--- src/rtl/pmc_pkg.sv ---
package pmc_pkg;

    typedef enum logic [2:0] {
        MD_HIGH  = 3'd0,
        MD_MED   = 3'd1,
        MD_SUB   = 3'd2,
        MD_SLEEP = 3'd3,
        MD_WATCH = 3'd4
    } pmode_e;

    typedef struct packed {
        pmode_e mode;
        pmode_e orig;
        pmode_e tgt;
        logic   direct;
        logic   lock;
        logic   irq;
    } pmc_state_t;

endpackage

--- src/rtl/pmc_route.sv ---
module pmc_route
    import pmc_pkg::*;
(
    input  pmode_e cur,
    input  logic   sby,
    input  logic   lsel,
    input  logic   msel,
    input  logic   dt_en,
    input  logic   tsrc,
    output logic   hit,
    output pmode_e tgt,
    output logic   via_watch
);
    always_comb begin
        hit       = 1'b0;
        tgt       = cur;
        via_watch = 1'b0;
        if (dt_en) begin
            case (cur)
                MD_HIGH: begin
                    if (!sby && !lsel && msel) begin
                        hit = 1'b1;
                        tgt = MD_MED;
                    end else if (sby && lsel && tsrc) begin
                        hit       = 1'b1;
                        tgt       = MD_SUB;
                        via_watch = 1'b1;
                    end
                end
                MD_MED: begin
                    if (!sby && !lsel && !msel) begin
                        hit = 1'b1;
                        tgt = MD_HIGH;
                    end else if (sby && lsel && tsrc) begin
                        hit       = 1'b1;
                        tgt       = MD_SUB;
                        via_watch = 1'b1;
                    end
                end
                MD_SUB: begin
                    if (sby && !lsel && !msel && tsrc) begin
                        hit       = 1'b1;
                        tgt       = MD_HIGH;
                        via_watch = 1'b1;
                    end
                end
                default: ;
            endcase
        end
    end
endmodule

--- src/rtl/pmc_settle.sv ---
module pmc_settle #(
    parameter int SEL_W = 3,
    parameter int BASE  = 4
) (
    input  logic             clk,
    input  logic             rst_n,
    input  logic             load,
    input  logic [SEL_W-1:0] sel,
    input  logic             tick,
    output logic             zero
);
    localparam int MAX_EXP = (1 << SEL_W) - 1 + BASE;
    localparam int CNT_W   = MAX_EXP + 1;

    logic [CNT_W-1:0] cnt_d, cnt_q;

    always_comb begin
        cnt_d = cnt_q;
        if (load)
            cnt_d = CNT_W'(1) << (int'(sel) + BASE);
        else if (tick && cnt_q != '0)
            cnt_d = cnt_q - 1'b1;
    end

    always_ff @(posedge clk or negedge rst_n) begin
        if (!rst_n) cnt_q <= '0;
        else        cnt_q <= cnt_d;
    end

    assign zero = (cnt_q == '0);

    // the countdown never exceeds the largest settling length
    assert_count_bound_R5: assert property (@(posedge clk) disable iff (!rst_n)
        cnt_q <= (CNT_W'(1) << MAX_EXP));

    // without load, count moves by at most one per tick
    assert_step_R5: assert property (@(posedge clk) disable iff (!rst_n)
        (!load && !tick) |=> $stable(cnt_q));
endmodule

--- src/rtl/pmc_top.sv ---
module pmc_top
    import pmc_pkg::*;
#(
    parameter int SEL_W       = 3,
    parameter int SETTLE_BASE = 4
) (
    input  logic             clk,
    input  logic             rst_n,
    input  logic             sleep_req,
    input  logic             sby,
    input  logic             lsel,
    input  logic             msel,
    input  logic             dt_en,
    input  logic             tsrc,
    input  logic             dt_ie,
    input  logic             imask,
    input  logic [SEL_W-1:0] settle_sel,
    input  logic             wake_irq,
    input  logic             slow_tick,
    output logic [2:0]       mode,
    output logic             fast_en,
    output logic             div_en,
    output logic             slow_en,
    output logic             dt_irq,
    output logic             halted
);
    pmc_state_t s_d, s_q;
    logic   rt_hit, rt_watch, st_load, st_zero;
    pmode_e rt_tgt;

    pmc_route u_route (
        .cur(s_q.mode), .sby(sby), .lsel(lsel), .msel(msel),
        .dt_en(dt_en), .tsrc(tsrc),
        .hit(rt_hit), .tgt(rt_tgt), .via_watch(rt_watch)
    );

    pmc_settle #(.SEL_W(SEL_W), .BASE(SETTLE_BASE)) u_settle (
        .clk(clk), .rst_n(rst_n), .load(st_load), .sel(settle_sel),
        .tick(slow_tick), .zero(st_zero)
    );

    always_comb begin
        s_d     = s_q;
        s_d.irq = 1'b0;
        st_load = 1'b0;
        case (s_q.mode)
            MD_HIGH, MD_MED, MD_SUB: begin
                if (sleep_req) begin
                    s_d.orig = s_q.mode;
                    if (rt_hit && dt_ie && !imask) begin
                        s_d.mode   = rt_watch ? MD_WATCH : MD_SLEEP;
                        s_d.tgt    = rt_tgt;
                        s_d.direct = 1'b1;
                        s_d.lock   = 1'b0;
                        st_load    = rt_watch && (s_q.mode == MD_SUB);
                    end else begin
                        s_d.mode   = sby ? MD_WATCH : MD_SLEEP;
                        s_d.tgt    = s_q.mode;
                        s_d.direct = 1'b0;
                        s_d.lock   = imask && dt_en;
                    end
                end
            end
            default: begin
                if (s_q.direct) begin
                    if (s_q.mode == MD_SLEEP || s_q.orig != MD_SUB || st_zero) begin
                        s_d.mode   = s_q.tgt;
                        s_d.direct = 1'b0;
                        s_d.irq    = 1'b1;
                    end
                end else if (wake_irq && !s_q.lock) begin
                    s_d.mode = s_q.orig;
                end
            end
        endcase
    end

    always_ff @(posedge clk or negedge rst_n) begin
        if (!rst_n)
            s_q <= '{mode: MD_HIGH, orig: MD_HIGH, tgt: MD_HIGH,
                     direct: 1'b0, lock: 1'b0, irq: 1'b0};
        else
            s_q <= s_d;
    end

    logic in_sleep;
    assign in_sleep = (s_q.mode == MD_SLEEP);
    assign mode     = s_q.mode;
    assign dt_irq   = s_q.irq;
    assign halted   = (in_sleep || s_q.mode == MD_WATCH) && !s_q.direct;
    assign fast_en  = (s_q.mode == MD_HIGH) || (in_sleep && s_q.orig == MD_HIGH);
    assign div_en   = (s_q.mode == MD_MED)  || (in_sleep && s_q.orig == MD_MED);
    assign slow_en  = (s_q.mode == MD_SUB)  || (s_q.mode == MD_WATCH) ||
                      (in_sleep && s_q.orig == MD_SUB);

    // a direct sleep step lasts one cycle and ends with the pulse
    assert_sleep_step_R2: assert property (@(posedge clk) disable iff (!rst_n)
        (in_sleep && s_q.direct) |=> (dt_irq && !halted));

    // the transfer pulse appears only in a running mode
    assert_irq_running_R2: assert property (@(posedge clk) disable iff (!rst_n)
        dt_irq |-> (!halted && (mode == 3'd0 || mode == 3'd1 || mode == 3'd2)));

    // an unmasked wake returns to the origin without a pulse
    assert_wake_return_R6: assert property (@(posedge clk) disable iff (!rst_n)
        (halted && !s_q.lock && wake_irq) |=> (mode == 3'($past(s_q.orig)) && !dt_irq));

    // a masked park is never left
    assert_lock_hold_R7: assert property (@(posedge clk) disable iff (!rst_n)
        (halted && s_q.lock) |=> (halted && $stable(mode)));

    // one clock enable at a time
    assert_enable_onehot_R9: assert property (@(posedge clk) disable iff (!rst_n)
        $countones({fast_en, div_en, slow_en}) == 1);
endmodule

--- config.mk ---
export PLATFORM = sky130hd
export DESIGN_NAME = pmc_top
export DESIGN_NICKNAME = d
export VERILOG_FILES = /design/src/rtl/pmc_pkg.sv /design/src/rtl/pmc_route.sv /design/src/rtl/pmc_settle.sv /design/src/rtl/pmc_top.sv
export SDC_FILE = /design/constraint.sdc
export NUM_CORES = 1
export LEC_CHECK = 0
export ABC_CLOCK_PERIOD_IN_PS = 5000
export CELL_PAD_IN_SITES_DETAIL_PLACEMENT = 0
export CELL_PAD_IN_SITES_GLOBAL_PLACEMENT = 2
export CORE_MARGIN = 3
export CORE_UTILIZATION = 35
export CTS_CLUSTER_SIZE = 25
export DETAILED_ROUTE_END_ITERATION = 16
export PLACE_DENSITY_LB_ADDON = 0.25
export SKIP_LAST_GASP = 1
export SLEW_MARGIN = 20
export SYNTH_ARGS = -nofsm -noshare
export SYNTH_HDL_FRONTEND = slang
export SYNTH_SLANG_ARGS = --single-unit
export TNS_END_PERCENT = 5
--- constraint.sdc ---
create_clock -name clk -period 5 [get_ports clk]
set_input_delay 0.75 -clock clk [delete_from_list [all_inputs] [get_ports clk]]
set_output_delay 0.75 -clock clk [all_outputs]
set_load 0.005 [all_outputs]
==> metrics.md <==
| Metric | Value |
|---|---|
| Delay of the slowest critical-path stage | about 0.66 ns |
| Layout Cells excl Fill | 249 |
| DR vias/cell | ~5.5 |
| R2R Path End | u_settle.cnt_q[8] |
| Synthesized area per cell | 8.559 um2 |
| Detailed Route WL | 3620 um |
| Post-synthesis sequential area ratio | 38.55% |
| Gr ovfl total | 0 |
| Crit path required time | about 4.3 ns |
| Post-CTS Setup Bufs | 0 |
| Clock Latency Late Sink | around 0.26 ns |
| Min cycle time layout | 2.744 ns |
| Largest net degree at the start of global routing | 25 |
| Full die area | between 0.005 and 0.006 mm2 |
| GRT Total Usage | 14.89% |
| Initial antenna violation count | 0 |
| Synth Flop Type | dfrtp_1 |
| Initial Util | 37.59% |
| Worst VDD drop | 148.6 uV |
| Tightest Pin Transition | around 0.57 ns |
| CP Cell Sequence | nand2_1 -> nor4_1 -> nor2_1 -> nor2_1 -> clkdlybuf4s50_1 |
| Yosys cell types | 47 |
| Area Overhead vs Synth | 17.83% |
| Design Area, Final | 0.001836 mm2 |
| Port Buffers | 22 |
| Setup Crit Path Kind | reg -> out |
| CP dominant cell by count | nor2_1 |
| Max_slew headroom | 61.87% |
| Number of H-tree levels | 1 |
| RSZ-0062 raised after global routing | false |
| Setup TNS | 0 ns |
| Number of synthesis warnings | 0 |
| Layout cells sized above 1 | 5.025% |
| Outcome | complete, no violations |
| Post-synth EDFFs | 0 |
| Slowest CP cell | dfrtp_1 |
| Antenna cell count | 0 |
| R2r startpoint | mode[1] |
| Global-route wire length before repair | 6251 um |
| Layout Nets | roughly 220 |
| Max Buffers Root-to-Sink | 2 |
| Util after Layout | 44.29% |
| Vias in the first global route | 1261 |
| Worst Reg-to-Reg Cells | 5 |
| Post-DP HPWL | 2740 um |
| Root Buffer | clkbuf_8 |
| Syn nets | slightly below 200 |
| Fin. Hold Viols | 0 |
| Via count | 1371 |
| CTS tree | built |
| Clk sinks | 24 |
| Leakage | 0.0007352 uW |
| Reg2Reg Setup Slack | roughly 2.7 ns |
| Worst EP arrival | 1.99 ns |
| Die width | 72.72 um |
| Asr flop ratio synth | between 90% and 100% |
| Seq cells post-synth | 24 |
| Post-CTS Resized | 0 |
| Drt drc | 0 |
| Row count | 23 |
| Pwr/cell area | 505.8 mW/mm2 |
| Hold WC Path Type | in -> async |
| Reg clk slew, reported paths | 0.08 ns |
| CTS Buf Count | 3 |
| Worst-path fanout max | 17 |
| Max-cap violations | 0 |
| Core region area | 0.004144 mm2 |
| Startpoint Class | flip-flop |
| Syn Inst Count | approximately 180 |
| Io pins | 23 |
| Antenna-violating nets left | 0 |
| Syn Std Cell Area | 0.001558 mm2 |
| Final setup skew | 0.003776 ns |
| Post-placement cell area | roughly 0.0018 mm2 |
| Hold_buf cts | 0 |
| Routed WL per cell | 14.54 um |
| 1st-pass router iterations | 4 |
| Die Span Y | slightly above 70 um |
| GPL Wtd Cong | 0.8023 |
| Final setup viols | 0 |
| Cell count after placement | 246 |
| Fmax achieved | 0.3645 GHz |
| Capturing element type of the critical path | output port |
| Final slew viol count | 0 |
| Crit share post-route | 54.87% |
| DRT iter0 DRCs | 74 |
per-stage QoR:
step           setup WS, ns  hold slack [ns]  power (uW)
3_3_place_gp          2.287           0.4667       814.3
5_1_grt               2.090           0.4949        1010
4_1_cts               2.248           0.5011       935.0
3_5_place_dp          2.203           0.4790       822.3
6_report              2.256           0.4685       928.3
2_1_floorplan         3.103           0.4505       674.3
worst max-delay path by stage:
stage | startpoint | end | slack (ns) | depth (start not counted)
2_1_floorplan | sby | s_q[3] | 3.10 | 5
3_3_place_gp | lsel | u_settle.cnt_q[8] | 2.29 | 5
3_5_place_dp | lsel | u_settle.cnt_q[8] | 2.20 | 5
4_1_cts | mode[0] | fast_en | 2.25 | 5
5_1_grt | mode[0] | fast_en | 2.09 | 5
6_report | mode[0] | fast_en | 2.26 | 5
layout make-up:
cell class	instances	area, um2
Tap cell	50	62.56
Sequential cell	24	600.6
Timing Repair Buffer	22	215.2
Inverter	7	26.28
Fill cell	427	2308
Multi-Input combinational cell	143	889.6
Clock buffer	3	41.29
synth_stat cells, types with 2 or more instances:
cell type	count	area, um2
nor4_2	2	25.02
nor3_1	5	25.02
dfrtp_1	24	600.6
nand2b_1	2	12.51
nand3b_1	4	30.03
nor2b_1	7	43.79
o2bb2ai_1	2	17.52
buf_4	3	22.52
and2_1	2	12.51
o311ai_1	2	17.52
or4b_1	2	20.02
nor3b_1	3	22.52
a211oi_1	3	22.52
xnor2_1	4	35.03
o21ai_0	6	30.03
o31a_1	2	17.52
nand2_1	20	75.07
nand3_1	3	15.01
nor2_1	25	93.84
xor2_1	3	26.28
clkbuf_1	4	15.01
inv_1	7	26.28
a31oi_1	7	43.79
a21oi_1	14	70.07
nand4_1	3	18.77
o21a_1	2	15.01
layer usage:
metal	global-route usage (%)	routed length [um]	share of wire [%]	up-vias
li1	-	-	-	697
met5	0	0	0	-
met4	3.279	40	1.1	0
met2	20.94	1485	41	35
met3	3.306	172	4.8	4
met1	23.10	1922	53	635
state kept, by name, indices dropped and copies added, names as in the netlist:
name / count
s_q: 8
dt_irq: 1
mode: 3
u_settle.cnt_q: 12
kinds of logic after synthesis:
logic type	synth area share, %
DFF	38.55
xor gates and xnor gates	3.936
buffers and inverters	4.337
muxes	0.6426
adders and majority gates	0.8031
AOI/OAI and AO/OA	20.08
and+or+nand+nor	31.65
worst max-delay path: cells and delay by family, from the launching register on:
kind | cells | cell delay (ns)
buffers and inverters | 1 | 0.51
and+or+nand+nor | 4 | 0.56
DFF | 1 | 0.66
cell usage in the layout, fill, tap and decap left out, types with 2 or more instances in the layout:
cell / synthesis / routed
a211oi_1: 3 / 3
o21a_1: 2 / 2
or4b_1: 2 / 2
nand3b_1: 4 / 4
o21ai_0: 6 / 6
a31oi_1: 7 / 7
a21oi_1: 14 / 14
and2_1: 2 / 2
nor2b_1: 7 / 7
o2bb2ai_1: 2 / 2
clkbuf_8: 0 / 3
nand4_1: 3 / 3
nor3_1: 5 / 5
inv_1: 7 / 7
nor3b_1: 3 / 3
nand2_1: 20 / 20
clkdlybuf4s50_1: 0 / 21
dfrtp_1: 24 / 24
xnor2_1: 4 / 4
o31a_1: 2 / 2
xor2_1: 3 / 3
o311ai_1: 2 / 2
nor2_1: 25 / 25
nand2b_1: 2 / 2
nand3_1: 3 / 3
nor4_2: 2 / 2
report_power, final:
| group | internal [uW] | total, uW | switching [uW] | leakage (uW) |
|---|---|---|---|---|
| clock network | 53.8 | 110 | 56.7 | 0.0000216 |
| registers | 272 | 396 | 125 | 0.000302 |
| logic | 216 | 421 | 205 | 0.000411 |
| total | 541 | 928 | 387 | 0.000735 |
(Power assumes the default switching activity.)
